<file path="src/rtl/seg_xlate_pkg.sv">
package seg_xlate_pkg;

    typedef enum logic [1:0] {
        FLT_OK    = 2'b00,
        FLT_NP    = 2'b01,
        FLT_PRIV  = 2'b10,
        FLT_RANGE = 2'b11
    } fault_e;

    typedef enum logic [1:0] {
        ST_BOOT = 2'b00,
        ST_IDLE = 2'b01,
        ST_RESP = 2'b10
    } xl_state_e;

endpackage

</file>
<file path="src/rtl/seg_desc_table.sv">
module seg_desc_table #(
    parameter int DEPTH  = 16,
    parameter int BASE_W = 24,
    parameter int PL_W   = 2,
    localparam int TIDX_W = (DEPTH > 1) ? $clog2(DEPTH) : 1
) (
    input  logic              clk,
    input  logic              rst_n,
    input  logic              wr_en,
    input  logic [TIDX_W-1:0] host_idx,
    input  logic [BASE_W-1:0] wr_base,
    input  logic [PL_W-1:0]   wr_pl,
    input  logic              wr_present,
    input  logic              clr_en,
    input  logic              set_en,
    input  logic [TIDX_W-1:0] set_idx,
    input  logic [TIDX_W-1:0] lk_idx,
    output logic [BASE_W-1:0] lk_base,
    output logic [PL_W-1:0]   lk_pl,
    output logic              lk_present,
    output logic              host_acc
);

    logic [BASE_W-1:0] base_q [DEPTH];
    logic [PL_W-1:0]   pl_q   [DEPTH];
    logic [DEPTH-1:0]  pres_q;
    logic [DEPTH-1:0]  acc_q;

    // Per-entry storage; host write beats clear, clear beats set.
    for (genvar e = 0; e < DEPTH; e++) begin : g_ent
        logic hit_host;
        logic hit_set;
        assign hit_host = (host_idx == TIDX_W'(e));
        assign hit_set  = (set_idx == TIDX_W'(e));

        always_ff @(posedge clk or negedge rst_n) begin
            if (!rst_n) begin
                base_q[e] <= '0;
                pl_q[e]   <= '0;
                pres_q[e] <= 1'b0;
                acc_q[e]  <= 1'b0;
            end else begin
                if (wr_en && hit_host) begin
                    base_q[e] <= wr_base;
                    pl_q[e]   <= wr_pl;
                    pres_q[e] <= wr_present;
                    acc_q[e]  <= 1'b0;
                end else if (clr_en && hit_host) begin
                    acc_q[e]  <= 1'b0;
                end else if (set_en && hit_set) begin
                    acc_q[e]  <= 1'b1;
                end
            end
        end
    end

    always_comb begin
        lk_base    = '0;
        lk_pl      = '0;
        lk_present = 1'b0;
        host_acc   = 1'b0;
        for (int e = 0; e < DEPTH; e++) begin
            if (lk_idx == TIDX_W'(e)) begin
                lk_base    = base_q[e];
                lk_pl      = pl_q[e];
                lk_present = pres_q[e];
            end
            if (host_idx == TIDX_W'(e)) begin
                host_acc = acc_q[e];
            end
        end
    end

endmodule

</file>
<file path="src/rtl/seg_xlate_check.sv">
module seg_xlate_check
    import seg_xlate_pkg::*;
#(
    parameter int DEPTH  = 16,
    parameter int IDX_W  = 14,
    parameter int PL_W   = 2,
    parameter int OFS_W  = 16,
    parameter int BASE_W = 24
) (
    input  logic [IDX_W-1:0]  sel_idx,
    input  logic [PL_W-1:0]   sel_pl,
    input  logic [OFS_W-1:0]  ofs,
    input  logic [BASE_W-1:0] desc_base,
    input  logic [PL_W-1:0]   desc_pl,
    input  logic              desc_present,
    output fault_e            fault,
    output logic [BASE_W-1:0] paddr
);

    logic in_range;
    logic [BASE_W-1:0] sum;

    assign in_range = (32'(sel_idx) < 32'(DEPTH));
    assign sum      = desc_base + BASE_W'(ofs);

    // Priority: range, then presence, then privilege.
    always_comb begin
        fault = FLT_OK;
        paddr = '0;
        if (!in_range) begin
            fault = FLT_RANGE;
        end else if (!desc_present) begin
            fault = FLT_NP;
        end else if (sel_pl > desc_pl) begin
            fault = FLT_PRIV;
        end else begin
            paddr = sum;
        end
    end

endmodule

</file>
<file path="src/rtl/seg_xlate_fsm.sv">
module seg_xlate_fsm
    import seg_xlate_pkg::*;
#(
    parameter int BASE_W = 24
) (
    input  logic              clk,
    input  logic              rst_n,
    input  logic              req_valid,
    input  fault_e            chk_fault,
    input  logic [BASE_W-1:0] chk_paddr,
    output logic              req_ready,
    output logic              accept,
    output logic              rsp_valid,
    output fault_e            rsp_fault,
    output logic [BASE_W-1:0] rsp_paddr,
    output logic              np_irq,
    output logic              prot_irq
);

    xl_state_e         state_q;
    xl_state_e         state_d;
    fault_e            fault_q;
    logic [BASE_W-1:0] paddr_q;

    // State register.
    always_ff @(posedge clk or negedge rst_n) begin
        if (!rst_n) begin
            state_q <= ST_BOOT;
        end else begin
            state_q <= state_d;
        end
    end

    // Response payload, captured at acceptance.
    always_ff @(posedge clk or negedge rst_n) begin
        if (!rst_n) begin
            fault_q <= FLT_OK;
            paddr_q <= '0;
        end else if (accept) begin
            fault_q <= chk_fault;
            paddr_q <= chk_paddr;
        end
    end

    assign accept = req_valid && req_ready;

    // Outputs and next state.
    always_comb begin
        state_d   = state_q;
        req_ready = 1'b0;
        rsp_valid = 1'b0;
        rsp_fault = FLT_OK;
        rsp_paddr = '0;
        np_irq    = 1'b0;
        prot_irq  = 1'b0;
        unique case (state_q)
            ST_BOOT: begin
                state_d = ST_IDLE;
            end
            ST_IDLE: begin
                req_ready = 1'b1;
                if (req_valid) state_d = ST_RESP;
            end
            ST_RESP: begin
                req_ready = 1'b1;
                rsp_valid = 1'b1;
                rsp_fault = fault_q;
                rsp_paddr = paddr_q;
                np_irq    = (fault_q == FLT_NP);
                prot_irq  = (fault_q == FLT_PRIV);
                state_d   = req_valid ? ST_RESP : ST_IDLE;
            end
            default: begin
                state_d = ST_BOOT;
            end
        endcase
    end

endmodule

</file>
<file path="src/rtl/seg_xlate_top.sv">
module seg_xlate_top
    import seg_xlate_pkg::*;
#(
    parameter int TBL_DEPTH = 16,
    parameter int SEL_W     = 16,
    parameter int PL_W      = 2,
    parameter int OFS_W     = 16,
    parameter int BASE_W    = 24,
    localparam int IDX_W  = SEL_W - PL_W,
    localparam int TIDX_W = (TBL_DEPTH > 1) ? $clog2(TBL_DEPTH) : 1
) (
    input  logic              clk,
    input  logic              rst_n,
    input  logic              req_valid,
    output logic              req_ready,
    input  logic [SEL_W-1:0]  req_sel,
    input  logic [OFS_W-1:0]  req_ofs,
    output logic              rsp_valid,
    output logic [BASE_W-1:0] rsp_paddr,
    output logic [1:0]        rsp_fault,
    output logic              np_irq,
    output logic              prot_irq,
    input  logic              host_wr_en,
    input  logic [TIDX_W-1:0] host_idx,
    input  logic [BASE_W-1:0] host_base,
    input  logic [PL_W-1:0]   host_pl,
    input  logic              host_present,
    input  logic              host_acc_clr,
    output logic              host_acc_q
);

    logic [IDX_W-1:0]  sel_idx;
    logic [PL_W-1:0]   sel_pl;
    logic [TIDX_W-1:0] lk_idx;
    logic [BASE_W-1:0] lk_base;
    logic [PL_W-1:0]   lk_pl;
    logic              lk_present;
    fault_e            chk_fault;
    logic [BASE_W-1:0] chk_paddr;
    logic              accept;
    fault_e            rsp_fault_e;

    assign sel_idx   = req_sel[SEL_W-1:PL_W];
    assign sel_pl    = req_sel[PL_W-1:0];
    assign lk_idx    = sel_idx[TIDX_W-1:0];
    assign rsp_fault = rsp_fault_e;

    seg_desc_table #(
        .DEPTH (TBL_DEPTH),
        .BASE_W(BASE_W),
        .PL_W  (PL_W)
    ) table_i (
        .clk       (clk),
        .rst_n     (rst_n),
        .wr_en     (host_wr_en),
        .host_idx  (host_idx),
        .wr_base   (host_base),
        .wr_pl     (host_pl),
        .wr_present(host_present),
        .clr_en    (host_acc_clr),
        .set_en    (accept && (chk_fault == FLT_OK)),
        .set_idx   (lk_idx),
        .lk_idx    (lk_idx),
        .lk_base   (lk_base),
        .lk_pl     (lk_pl),
        .lk_present(lk_present),
        .host_acc  (host_acc_q)
    );

    seg_xlate_check #(
        .DEPTH (TBL_DEPTH),
        .IDX_W (IDX_W),
        .PL_W  (PL_W),
        .OFS_W (OFS_W),
        .BASE_W(BASE_W)
    ) check_i (
        .sel_idx     (sel_idx),
        .sel_pl      (sel_pl),
        .ofs         (req_ofs),
        .desc_base   (lk_base),
        .desc_pl     (lk_pl),
        .desc_present(lk_present),
        .fault       (chk_fault),
        .paddr       (chk_paddr)
    );

    seg_xlate_fsm #(
        .BASE_W(BASE_W)
    ) fsm_i (
        .clk      (clk),
        .rst_n    (rst_n),
        .req_valid(req_valid),
        .chk_fault(chk_fault),
        .chk_paddr(chk_paddr),
        .req_ready(req_ready),
        .accept   (accept),
        .rsp_valid(rsp_valid),
        .rsp_fault(rsp_fault_e),
        .rsp_paddr(rsp_paddr),
        .np_irq   (np_irq),
        .prot_irq (prot_irq)
    );

endmodule

</file>
<file path="config.mk">
export PLATFORM = sky130hd
export DESIGN_NAME = seg_xlate_top
export DESIGN_NICKNAME = d
export VERILOG_FILES = /design/src/rtl/seg_xlate_pkg.sv /design/src/rtl/seg_desc_table.sv /design/src/rtl/seg_xlate_check.sv /design/src/rtl/seg_xlate_fsm.sv /design/src/rtl/seg_xlate_top.sv
export SDC_FILE = /design/constraint.sdc
export NUM_CORES = 1
export LEC_CHECK = 0
export CORE_MARGIN = 2
export CORE_UTILIZATION = 30
export DETAILED_ROUTE_END_ITERATION = 8
export PLACE_DENSITY_LB_ADDON = 0.08
export SLEW_MARGIN = 25
export SYNTH_ARGS = -nofsm -noshare
export SYNTH_HDL_FRONTEND = slang
export SYNTH_HIERARCHICAL = 1
export SYNTH_SLANG_ARGS = --single-unit
</file>
<file path="constraint.sdc">
create_clock -name clk -period 5.5 [get_ports clk]
set_clock_uncertainty 0.05 [all_clocks]
set_input_delay 1.65 -clock clk [delete_from_list [all_inputs] [get_ports clk]]
set_output_delay 1.65 -clock clk [all_outputs]
set_load 0.03 [all_outputs]
</file>
# After elaboration in Yosys (flattened, before gate mapping)
# Cells that the tools add are included.
# W data, S select, Z words.
[classes]
n_eq_ne = 35
n_lt_le_gt_ge = 2
addsub = 1
n_mux = 127
reduce_logical = 71
[op_table]
columns = ["op", "n"]
rows = [
  ["$mux W24", 20],
  ["$mux W1", 84],
  ["$eq A4 B4 Y1 const B", 16],
  ["$logic_and A1 B1 Y1", 50],
  ["$reduce_bool A3 Y1", 16],
  ["$mux W2", 22],
  ["$eq A4 B3 Y1 const B", 8],
  ["$add A24 B16 Y24", 1],
  ["$eq A4 B2 Y1 const B", 4],
  ["$lt A14 B5 Y1 const B", 1],
  ["$eq A4 B1 Y1 const B", 2],
  ["$logic_not A4 Y1", 2],
  ["$pmux W2 S3", 1],
  ["$eq A2 B1 Y1 const B", 2],
  ["$eq A2 B2 Y1 const B", 2],
  ["$logic_not A2 Y1", 2],
  ["$gt A2 B2 Y1", 1],
  ["$ne A2 B2 Y1 const B", 1],
  ["$reduce_or A2 Y1", 1],
]
[word_totals]
input_bits = 68
reg_bits = 476
elab_cells = 303

# Depth between registers and ports, before layout
# Gate-level depths: netlist of the first run.
[logic_depth]
word_depth = 27
depth_mapped = 18
ltp_nobuf = 14

# By module
# Netlist of the first run, hierarchy kept.
[modules_own_cells]
columns = ["mod", "cells_per_inst", "instances", "area_per_inst_um2"]
rows = [
  ["seg_desc_table", 1637, 1, 21320.4],
  ["seg_xlate_fsm", 103, 1, 1400.1],
  ["seg_xlate_check", 180, 1, 1267.5],
  ["seg_xlate_top", 1, 1, 12.5],
]

# Worst setup path before layout of the first run
# Ideal clock, no wire load.
[synth_path]
path_kind = "input to register"
from = "input port req_sel[4]"
to = "register fsm_i.paddr_q[14]"
t_required_ns = 5.325
n_path_buf = 5
path_slack_ns = 0.446
t_arrival_ns = 4.879
cell_stages = 16
path_cell_list = "buf_2 buf_4 buf_4 buf_2 clkbuf_1 o22ai_1 a211o_1 ha_1 fa_1 a211oi_2 o21ai_1 a21o_2 o2111ai_2 mux2i_1 o311ai_1 mux2_2"
[synth_via]
elab_chain_cells = 21
elab_cells_between_ends = 70
cone_classes = "1 x add/sub; 2 x order compare; 15 x eq/ne; 51 x mux; 1 x reduce/logical"
[synth_lines]
columns = ["item", "line", "text"]
rows = [
  ["start: declaration", "seg_xlate_top.sv:16", "input logic [SEL_W-1:0] req_sel,"],
  ["$logic_not A4 Y1", "seg_desc_table.sv:63", "if (lk_idx == TIDX_W'(e)) begin"],
  ["$mux W24 (15 in a row)", "seg_desc_table.sv:63", ""],
  ["$mux W24 *", "seg_desc_table.sv:63", ""],
  ["via lk_base[0]", "seg_xlate_top.sv:35", "logic [BASE_W-1:0] lk_base;"],
  ["$add A24 B16 Y24 *", "seg_xlate_check.sv:24", "assign sum = desc_base + BASE_W'(ofs);"],
  ["$mux W24 *", "seg_xlate_check.sv:34", "end else if (sel_pl > desc_pl) begin"],
  ["$mux W24 *", "seg_xlate_check.sv:32", "end else if (!desc_present) begin"],
  ["$mux W24 *", "seg_xlate_check.sv:30", "if (!in_range) begin"],
  ["via chk_paddr[14]", "seg_xlate_top.sv:39", "logic [BASE_W-1:0] chk_paddr;"],
  ["end signal: assignment", "seg_xlate_fsm.sv:41", "paddr_q <= chk_paddr;"],
  ["end: declaration", "seg_xlate_fsm.sv:23", "logic [BASE_W-1:0] paddr_q;"],
]
# Mark *: on every way through the listed nets, which the timed path passes. The rest lies on a longest branch.
# A chain may end at the register's enable or synchronous reset.

# Final worst setup path of the first run
[layout_path]
from = "input port host_idx[0]"
to = "output port host_acc_q"
[layout_via]
elab_chain_cells = 17
elab_cells_between_ends = 32
cone_classes = "15 x eq/ne; 16 x mux; 1 x reduce/logical"
[layout_lines]
columns = ["item", "line", "text"]
rows = [
  ["start: declaration", "seg_xlate_top.sv:24", "input logic [TIDX_W-1:0] host_idx,"],
  ["$logic_not A4 Y1", "seg_desc_table.sv:68", "if (host_idx == TIDX_W'(e)) begin"],
  ["$mux W1 (15 in a row)", "seg_desc_table.sv:68", ""],
  ["$mux W1 *", "seg_desc_table.sv:68", ""],
  ["end: declaration", "seg_xlate_top.sv:29", "output logic host_acc_q"],
]
# Mark *: on every way between the ends. The rest lies on a longest branch, timed or not.

==> qor.txt, run 1 <==
Outcome -> finished clean
Post-synth top area cell -> dfrtp_1
Power density cells -> 373 mW/mm²
Synth top area cells -> dfrtp_1 50%, mux2_2 22%, mux2i_1 2.6%, mux4_2 2.2%, a21oi_1 1.8%
Lkg Pwr -> 12.3 nW
Share of layout cells above drive strength 1 -> 37.0%
Fin nets -> 2183
Net Sw Frac -> 27.7%
Pwr Total -> 0.0108 W
Mapped Cells -> 1921
CTS resizes -> 0
Largest net degree at the start of global routing -> 101
DRT Pass-1 Iters -> 5
WL/cell -> 25.0 µm
Die H -> 287 µm
Root buffer cell -> clkbuf_16
CP max FO -> 11
FF-to-FF path depth -> 13
Maxcap violations -> 0
Final Setup Violations -> 0
# fillers -> 7731
DRT iter0 DRCs -> 999
Tightest slew margin relative to the limit -> 41.2%
Syn Std Cell Area -> 0.0240 mm²
Dpl cell area -> 0.0269 mm²
Core box area -> 0.0791 mm²
Fin area -> 0.0289 mm²
WP data arrival -> 3480 ps
EDFF count, synth -> 0
Final period util -> 94.2%
Top-count cell post-synth -> dfrtp_1
H-tree levels -> 2
Peak supply drop -> 0.210 mV
Critical path data required time -> 3800 ps
Avg Cell Area, Syn -> 12.5 µm²
Multi-input gate area -> 0.0113 mm²
Critical path class -> in -> out
Hold Crit Class -> reg -> reg
Sink Count -> 476
Die area -> 0.0823 mm²
Worst-Skew Late Latency -> 620 ps
Synthesis-stage register bit count -> 476
CTS tree -> built
Area Overhead vs Synth -> 20.3%
Num rows -> 103
Post-route setup TNS -> 0 ps
Vias in the first global route -> 17.5k
Drt total wl -> 79.8 mm
Asr flop ratio synth -> 100%
Netlist cell types -> 91
Initial antenna violation count -> 1
DR vias -> 16.7k
Post-CTS Hold Buffers -> 0
Io pins -> 99
I/O Buffers -> 98
RSZ-0062 raised after global routing -> no
Sequential share of power -> 42.9%
Seq/Total Area, Yosys -> 49.6%
Die X -> 287 µm
Min Tclk post-route -> 5180 ps
CTS Buf Count -> 58
Final Util -> 36.5%
Final HPWL DP -> 53.1 mm
CTS clk-pin slew, worst paths -> 60 ps
GPL Wtd Cong -> 0.851
Clock share of power -> 36.2%
P_int -> 0.00780 W
Storage cell area -> 0.0119 mm²
Top post-synthesis cells by count -> 476 x dfrtp_1, 464 x mux2_2, 84 x a21oi_1
Switching pwr -> 0.00298 W
Fin. max-slew vios -> 0
Top_reg_cell synth -> dfrtp_1
Synth top area share -> 49.6%
Worst hold stages -> 1
CTS Buffer Depth -> 3
CP Launch Type -> primary input
Initial Util -> 30.3%
First-pass GRT wire length -> 120 mm
Grt total ovfl -> 0
# DRC -> 0
Worst-margin pin slew -> 882 ps
Peak Freq -> 0.193 GHz
Hold Vio Cnt, Final -> 0
All-Layer GR Usage -> 19.5%
CP Capture Type -> output port
ANT nets after route -> 0
Syn Nets -> 2013
Ys Warns -> 6
Via/cell ratio -> 5.24
Hold slack -> 446 ps
Post-CTS setup buffer count -> 0
Combinational Power Share -> 20.9%
## logic make-up after synthesis
| family | after synthesis | synth area share (%) |
|---|---|---|
| xor+xnor | 9 | 0.328 |
| compound gates | 377 | 10.7 |
| mux | 568 | 27.7 |
| buf+inv | 157 | 3.59 |
| simple gates | 310 | 6.80 |
| flops | 476 | 49.6 |
| fa+ha+maj | 24 | 1.28 |
## final cells by class
type	count	share of cell area (%)
Inverter	18	0.234
Antenna cell	1	0.00867
Clock buffer	88	5.84
Timing Repair Buffer	249	8.18
Tap cell	1050	4.55
Multi-Input combinational cell	1288	39.1
Sequential cell	476	41.3
Clock inverter	16	0.828
## routing by layer
layer  GRT usage (%)  routed length, µm
met1            27.4              37400
met2            31.9              37500
met3            2.45               3120
met4            4.57               1660
met5               0                 13
## state kept, by name, summed over array words and instances (netlist names)
name,cells
fsm_i/state_q,2
fsm_i/paddr_q,24
table_i/pl_q,32
table_i/pres_q,16
table_i/base_q,384
table_i/acc_q,16
fsm_i/fault_q,2
## layout by cell type (no fill, tap or decap), types with 23 or more instances in the layout
cell type          n
dfrtp_1          476
mux2_2           464
buf_4            133
clkdlybuf4s50_1   92
a21oi_1           84
o21ai_0           83
nor2_1            79
mux2i_1           62
clkbuf_16         59
nand2_1           56
and2_1            32
nand3_1           27
ha_1              23
mux4_2            23
## worst max-delay path: stages
cell	delay, ps
clkdlybuf4s50_1	740
buf_4	250
nor2b_1	170
nor3_1	60
a221oi_1	260
o211ai_1	180
buf_12	170
## power by group through the flow
stage / registers [W] / logic (W) / clock network [W]
after CTS: 0.00463 / 0.00229 / 0.00402
after detailed placement: 0.00469 / 0.00228 / 0
after global routing: 0.00473 / 0.00247 / 0.00417
final: 0.00463 / 0.00226 / 0.00390
after global placement: 0.00466 / 0.00225 / 0
after floorplan: 0.00456 / 0.00157 / 0
## through the flow
step	setup WS, ps	cells
final	317	3186
after floorplan	446	1921
after detailed placement	-62.7	3081
after CTS	329	3185
after global routing	198	3185
after global placement	-48.9	3081
## worst paths after layout
path | from | end | slack, ps
hold / removal | table_i/base_q[347]$_DFFE_PN0P_ | table_i/base_q[347]$_DFFE_PN0P_ | 450
max in group asynchronous | rst_n | table_i/base_q[154]$_DFFE_PN0P_ | 3340
min in group asynchronous | rst_n | table_i/base_q[130]$_DFFE_PN0P_ | 1000
setup reg to reg | table_i/base_q[0]$_DFFE_PN0P_ | fsm_i/paddr_q[14]$_DFFE_PN0P_ | 1710
hold reg to reg | table_i/base_q[347]$_DFFE_PN0P_ | table_i/base_q[347]$_DFFE_PN0P_ | 450
setup / recovery | host_idx[0] | host_acc_q | 320
No activity file was read; power rests on OpenSTA's default activity.
==> run 2, diff against run 1 <==
--- a/config.mk
+++ b/config.mk
@@ -12,5 +12,4 @@
 export SLEW_MARGIN = 25
 export SYNTH_ARGS = -nofsm -noshare
 export SYNTH_HDL_FRONTEND = slang
-export SYNTH_HIERARCHICAL = 1
 export SYNTH_SLANG_ARGS = --single-unit
==> run 2 against run 1 <==
Effect of this change:
- synthesized area decreased by 4.1%
- wire length is 3.9% higher
- global-route usage up 1.9 points
- worst hold slack lost 28 ps
- design area shrank 2.7%
- combinational power is 4% lower
- first-iteration DRC count up 15%
- largest cell class unchanged
- highest routed layer is now met4
==> qor.txt, run 2 <==
RSZ-0062 raised after global routing -> no (unchanged)
Final period util -> 94.8% (was 94.2%)
Outcome -> finished clean (unchanged)
DR vias -> 16.3k (was 16.7k)
CTS Buf Count -> 56 (was 58)
Area Overhead vs Synth -> 22.1% (was 20.3%)
Worst-margin pin slew -> 966 ps (was 882 ps)
# fillers -> 7350 (was 7731)
Mapped Cells -> 1834 (was 1921)
Netlist cell types -> 83 (was 91)
Top_reg_cell synth -> dfrtp_1 (unchanged)
Power density cells -> 372 mW/mm² (was 373 mW/mm²)
Min Tclk post-route -> 5210 ps (was 5180 ps)
Peak Freq -> 0.192 GHz (was 0.193 GHz)
Initial antenna violation count -> 2 (was 1)
DRT Pass-1 Iters -> 5 (unchanged)
Hold Vio Cnt, Final -> 0 (unchanged)
First-pass GRT wire length -> 124 mm (was 120 mm)
Biggest regs -> table_i.base_q: 384 flops, table_i.pl_q: 32 flops, fsm_i.paddr_q: 24 flops (was table_i/base_q: 384 flops, table_i/pl_q: 32 flops, fsm_i/paddr_q: 24 flops)
Final Setup Violations -> 0 (unchanged)
Via/cell ratio -> 5.22 (was 5.24)
CP max FO -> 7 (was 11)
DRT iter0 DRCs -> 1149 (was 999)
Max reg flops -> 384 (unchanged)
H-tree levels -> 2 (unchanged)
Fin area -> 0.0281 mm² (was 0.0289 mm²)
Core box area -> 0.0759 mm² (was 0.0791 mm²)
Share of layout cells above drive strength 1 -> 37.7% (was 37.0%)
Post-CTS setup buffer count -> 0 (unchanged)
WL/cell -> 26.6 µm (was 25.0 µm)
CP max-delay cell -> clkdlybuf4s50_1 (unchanged)
Post-synth top area cell -> dfrtp_1 (unchanged)
CTS tree -> built (unchanged)
Largest net degree at the start of global routing -> 93 (was 101)
Most frequent cells in the layout -> 476 x dfrtp_1, 438 x mux2_2, 193 x buf_4, 91 x clkdlybuf4s50_1, 90 x nand2_1 (was 476 x dfrtp_1, 464 x mux2_2, 133 x buf_4, 92 x clkdlybuf4s50_1, 84 x a21oi_1)
Peak supply drop -> 0.202 mV (was 0.210 mV)
ANT nets after route -> 0 (unchanged)
Io pins -> 99 (unchanged)
Sink Count -> 476 (unchanged)
Vias in the first global route -> 17.3k (was 17.5k)
Die X -> 281 µm (was 287 µm)
Ys Warns -> 0 (was 6)
Top post-synthesis cells by count -> 476 x dfrtp_1, 438 x mux2_2, 98 x nand2_1 (was 476 x dfrtp_1, 464 x mux2_2, 84 x a21oi_1)
Die H -> 281 µm (was 287 µm)
Post-CTS Hold Buffers -> 0 (unchanged)
Critical path data required time -> 3800 ps (about the same)
Hold slack -> 418 ps (was 446 ps)
GPL Wtd Cong -> 0.818 (was 0.851)
I/O Buffers -> 98 (unchanged)
Syn Nets -> 1928 (was 2013)
CP Capture Type -> output port (unchanged)
Post-route setup TNS -> 0 ps (unchanged)
Largest Register -> table_i.base_q (was table_i/base_q)
Fin nets -> 2148 (was 2183)
Dpl cell area -> 0.0264 mm² (was 0.0269 mm²)
All-Layer GR Usage -> 21.4% (was 19.5%)
CP max stage delay -> 670 ps (was 740 ps)
Synth top area cells -> dfrtp_1 52%, mux2_2 21%, mux4_2 2.3%, a21oi_1 1.8%, mux2i_1 1.7% (was dfrtp_1 50%, mux2_2 22%, mux2i_1 2.6%, mux4_2 2.2%, a21oi_1 1.8%)
Final HPWL DP -> 54.5 mm (was 53.1 mm)
Critical-path cell list -> clkdlybuf4s50_1, mux4_2, mux2i_1, nor2_1, nor2_1, a21oi_1, nor2_1, o2111ai_1, buf_4 (was clkdlybuf4s50_1, buf_4, nor2b_1, nor3_1, a221oi_1, o211ai_1, buf_12)
Num rows -> 101 (was 103)
CTS clk-pin slew, worst paths -> 60 ps (about the same)
# DRC -> 0 (unchanged)
Initial Util -> 30.3% (about the same)
Synth top area share -> 51.8% (was 49.6%)
Commonest non-fill, non-tap cell in the layout -> dfrtp_1 (unchanged)
Grt total ovfl -> 0 (unchanged)
Root buffer cell -> clkbuf_16 (unchanged)
Syn Std Cell Area -> 0.0230 mm² (was 0.0240 mm²)
Asr flop ratio synth -> 100% (unchanged)
Critical path's most frequent cell -> nor2_1
CTS Buffer Depth -> 3 (unchanged)
CP Launch Type -> primary input (unchanged)
Critical path class -> in -> out (unchanged)
Top-count cell post-synth -> dfrtp_1 (unchanged)
Fin. max-slew vios -> 0 (unchanged)
Worst-Skew Late Latency -> 610 ps (was 620 ps)
Die area -> 0.0789 mm² (was 0.0823 mm²)
WP data arrival -> 3510 ps (was 3480 ps)
Drt total wl -> 82.9 mm (was 79.8 mm)
Lkg Pwr -> 12.1 nW (was 12.3 nW)
Avg Cell Area, Syn -> 12.5 µm² (about the same)
Seq/Total Area, Yosys -> 51.8% (was 49.6%)
Hold Crit Class -> reg -> reg (unchanged)
Synthesis-stage register bit count -> 476 (unchanged)
Maxcap violations -> 0 (unchanged)
Tightest slew margin relative to the limit -> 35.4% (was 41.2%)
EDFF count, synth -> 0 (unchanged)
run 2: cell types whose count changed in the layout (fill, tap and decap cells not counted), moves of 17 or more:
cell,change
mux2_4,-19
buf_4,+60
nand3_1,-17
mux2_2,-26
o21ai_0,-27
nand2_1,+34
mux2i_1,-22
run 2: per-stage QoR:
| step | setup WS, ps | utilization [%] | instances | total power, W |
|---|---|---|---|---|
| finish | 287 | 37.0 | 3120 | 0.0104 |
| global route | 99.4 | 37.0 | 3120 | 0.0110 |
| CTS | 60.5 | 37.0 | 3119 | 0.0106 |
| detailed placement | -377 | 34.7 | 3026 | 0.00691 |
| global placement | -349 | 34.7 | 3026 | 0.00685 |
| floorplan | -45.6 | - | 1834 | 0.00599 |
run 2: final timing paths:
check | startpoint | end | slack [ps] | depth (start not counted)
max | host_idx[1] | host_acc_q | 290 | 9
max reg2reg | table_i.base_q[292]$_DFFE_PN0P_ | fsm_i.paddr_q[21]$_DFFE_PN0P_ | 1420 | 16
min in group asynchronous | rst_n | table_i.base_q[186]$_DFFE_PN0P_ | 1000 | 1
min reg2reg | fsm_i.paddr_q[2]$_DFFE_PN0P_ | fsm_i.paddr_q[2]$_DFFE_PN0P_ | 420 | 2
max in group asynchronous | rst_n | table_i.base_q[358]$_DFFE_PN0P_ | 3320 | 2
min | fsm_i.paddr_q[2]$_DFFE_PN0P_ | fsm_i.paddr_q[2]$_DFFE_PN0P_ | 420 | 2
run 2: what timing repair did:
action / in CTS / in global routing
endpoints found under the setup margin: 0 / 6
hold endpoints to repair: 0 / 0
gates resized for setup: 0 / 2
run 2: area by class of cell:
type                            instances  area, µm²  share of cell area [%]
Sequential cell                       476      11900                    42.4
Tap cell                             1030       1290                    4.59
Antenna cell                            1       2.50                 0.00891
Clock inverter                         12        155                   0.552
Multi-Input combinational cell       1204      10500                    37.2
Timing Repair Buffer                  301       2650                    9.43
Clock buffer                           81       1580                    5.61
Inverter                               15       56.3                   0.200
run 2: kinds of logic after synthesis:
logic type / Yosys count / share of synthesized area (%)
xor gates and xnor gates: 18 / 0.685
muxes: 504 / 25.6
AOI/OAI and AO/OA: 343 / 10.3
and+or+nand+nor: 313 / 7.01
buffers and inverters: 154 / 3.19
adders and majority gates: 26 / 1.45
DFF: 476 / 51.8
run 2: power breakdown:
part	switching (W)	total, W	internal [W]	leakage (nW)
clock network	0.00150	0.00360	0.00210	0.841
registers	0.000405	0.00466	0.00425	5.90
logic	0.00104	0.00218	0.00114	5.33
run 2: layer usage:
| layer | part of all wire [%] | vias to the layer above | wire length, µm | global-route usage, % |
|---|---|---|---|---|
| li1 | - | 7218 | - | - |
| met1 | 48 | 8626 | 39600 | 30.5 |
| met2 | 46 | 352 | 38500 | 34.6 |
| met3 | 3.9 | 86 | 3260 | 2.78 |
| met4 | 1.9 | 0 | 1580 | 4.61 |
| met5 | 0 | - | 0 | 0 |
run 2: critical path: cells and delay by family:
family | cells | cell delay (ps)
AND/OR/NAND/NOR | 3 | 280
buffers and inverters | 2 | 870
AO/OA/AOI/OAI | 2 | 210
multiplexers | 2 | 510
==> run 3, diff against run 2 <==
==> constraint.sdc (replaced) <==
create_clock -name clk -period 4.95 [get_ports clk]
set_clock_uncertainty 0.05 [all_clocks]
set_input_delay 1.485 -clock clk [delete_from_list [all_inputs] [get_ports clk]]
set_output_delay 1.485 -clock clk [all_outputs]
set_load 0.03 [all_outputs]
==> run 3 against run 2 <==
Effect of this change:
- power grew 14%
- clock power is 19% higher
- global-route usage is 0.36 points lower
- setup slack lost 120 ps
- design area up 2.8%
- critical endpoint is now fsm_i.paddr_q[23]$_DFFE_PN0P_
- largest cell class unchanged
- highest routed layer unchanged
==> qor.txt, run 3 (synthesis results as in run 2) <==
Vias in the first global route -> 17.0k (was 17.3k)
Biggest regs -> table_i.base_q: 384 flops, table_i.pl_q: 32 flops, fsm_i.paddr_q: 24 flops (unchanged)
First-pass GRT wire length -> 121 mm (was 124 mm)
Maxcap violations -> 0 (unchanged)
Hold Path Origin -> fsm_i.paddr_q[11]$_DFFE_PN0P_ (was fsm_i.paddr_q[2]$_DFFE_PN0P_)
Initial Util -> 30.3% (unchanged)
Via/cell ratio -> 5.18 (was 5.22)
CTS tree -> built (unchanged)
Most frequent cells in the layout -> 476 x dfrtp_1, 438 x mux2_2, 216 x buf_4, 90 x nand2_1, 90 x clkdlybuf4s50_1 (was 476 x dfrtp_1, 438 x mux2_2, 193 x buf_4, 91 x clkdlybuf4s50_1, 90 x nand2_1)
Num rows -> 101 (unchanged)
CTS Buffer Depth -> 3 (unchanged)
Share of layout cells above drive strength 1 -> 40.7% (was 37.7%)
Commonest non-fill, non-tap cell in the layout -> dfrtp_1 (unchanged)
Max reg flops -> 384 (unchanged)
All-Layer GR Usage -> 21.0% (was 21.4%)
Area Overhead vs Synth -> 25.5% (was 22.1%)
ANT nets after route -> 0 (unchanged)
Final HPWL DP -> 54.5 mm (about the same)
CP Launch Type -> primary input (unchanged)
RSZ-0062 raised after global routing -> no (unchanged)
Core box area -> 0.0759 mm² (unchanged)
Initial antenna violation count -> 0 (was 2)
Placed insts -> 3058 (was 3026)
Final Util -> 38.0% (was 37.0%)
Io pins -> 99 (unchanged)
Critical Path Start -> req_sel[3] (was host_idx[1])
Critical path data required time -> 5440 ps (was 3800 ps)
Lkg Pwr -> 12.4 nW (was 12.1 nW)
Post-CTS Hold Buffers -> 0 (unchanged)
WP data arrival -> 5280 ps (was 3510 ps)
I/O Buffers -> 98 (unchanged)
Peak supply drop -> 0.260 mV (was 0.202 mV)
Worst-Skew Late Latency -> 620 ps (was 610 ps)
CP max FO -> 4 (was 7)
DR vias -> 16.4k (was 16.3k)
Tightest slew margin relative to the limit -> 33.1% (was 35.4%)
DRT Pass-1 Iters -> 5 (unchanged)
Min Tclk post-route -> 4780 ps
Dpl cell area -> 0.0268 mm² (was 0.0264 mm²)
Sink Count -> 476 (unchanged)
Ant. Diodes -> 0 (was 1)
H-tree levels -> 2 (unchanged)
Hold Vio Cnt, Final -> 0 (unchanged)
# DRC -> 0 (unchanged)
CTS Buf Count -> 57 (was 56)
Post-route setup TNS -> 0 ps (unchanged)
Fin nets -> 2187 (was 2148)
CP Capture Type -> flip-flop (was output port)
Fin area -> 0.0289 mm² (was 0.0281 mm²)
Die area -> 0.0789 mm² (unchanged)
Die X -> 281 µm (unchanged)
GPL Wtd Cong -> 0.801 (was 0.818)
Finished Layout Cells -> 3168 (was 3120)
Largest net degree at the start of global routing -> 86 (was 93)
Outcome -> finished clean (unchanged)
Die H -> 281 µm (unchanged)
Power density cells -> 414 mW/mm² (was 372 mW/mm²)
Final Setup Violations -> 0 (unchanged)
WL/cell -> 25.8 µm (was 26.6 µm)
Largest Register -> table_i.base_q (unchanged)
CTS clk-pin slew, worst paths -> 60 ps (about the same)
Critical path class -> in -> reg (was in -> out)
DRT iter0 DRCs -> 1029 (was 1149)
Drt total wl -> 81.9 mm (was 82.9 mm)
Worst R2R Start -> table_i.base_q[315]$_DFFE_PN0P_ (was table_i.base_q[292]$_DFFE_PN0P_)
Pwr Total -> 0.0119 W (was 0.0104 W)
Grt total ovfl -> 0 (unchanged)
Hold Crit Class -> reg -> reg (unchanged)
Final period util -> 96.6%
Root buffer cell -> clkbuf_16 (unchanged)
Peak Freq -> 0.209 GHz
Worst-margin pin slew -> 1000 ps (was 966 ps)
Fin. max-slew vios -> 0 (unchanged)
-- run 3: what timing repair did --
| action | 4_1_cts | 5_1_grt |
|---|---|---|
| pin swaps | 4 | 13 |
| setup endpoints to repair | 12 | 15 |
| resized for setup | 6 | 28 |
| setup buffers | 1 | 5 |
-- run 3: final timing paths --
path | slack (ps) | to | depth (start not counted)
max | 170 | fsm_i.paddr_q[23]$_DFFE_PN0P_ | 21
min | 420 | fsm_i.paddr_q[11]$_DFFE_PN0P_ | 2
max reg2reg | 970 | fsm_i.paddr_q[20]$_DFFE_PN0P_ | 16
min reg2reg | 420 | fsm_i.paddr_q[11]$_DFFE_PN0P_ | 2
max in group asynchronous | 2970 | table_i.acc_q[9]$_DFFE_PN0P_ | 2
min in group asynchronous | 860 | fsm_i.state_q[0]$_DFFE_PN0P_ | 1
-- run 3: report_power, final --
part	internal (W)	switching [W]	total, W	leakage, nW
registers	0.00472	0.000436	0.00516	5.90
logic	0.00132	0.00118	0.00250	5.58
clock network	0.00258	0.00171	0.00429	0.944
-- run 3: metrics by stage --
step	setup WS [ps]	hold WS, ps
after floorplan	-172	391
after detailed placement	-876	416
final	167	425
after global routing	2.10	450
after global placement	-900	407
after CTS	22.9	430
-- run 3: critical path, stage by stage --
cell,delay (ps)
buf_4,150
buf_4,150
nand2b_1,220
buf_4,210
nor2_1,190
buf_4,220
buf_4,140
mux2i_1,300
nand4_1,130
o21ai_1,160
a32oi_1,260
buf_4,200
ha_1,290
nor3_1,60
nor2_1,210
o41ai_2,110
buf_4,160
buf_4,140
nor4b_1,300
mux2i_1,120
nand3_1,90
-- run 3: area by class of cell --
cell class | count | area (µm²)
clock inverter | 11 | 134
inverter | 15 | 56.3
multi-input combinational | 1204 | 10600
tap | 1030 | 1290
clock buffer | 93 | 1770
sequential | 476 | 11900
fill | 7339 | 47100
timing repair buffer | 339 | 3060
-- run 3: layer usage --
layer / wire length (µm) / vias to the layer above / GRT usage (%)
li1: - / 7298 / -
met1: 38700 / 8618 / 29.5
met2: 37500 / 369 / 33.5
met3: 3560 / 116 / 3.45
met4: 2130 / 0 / 5.75
met5: 0 / - / 0
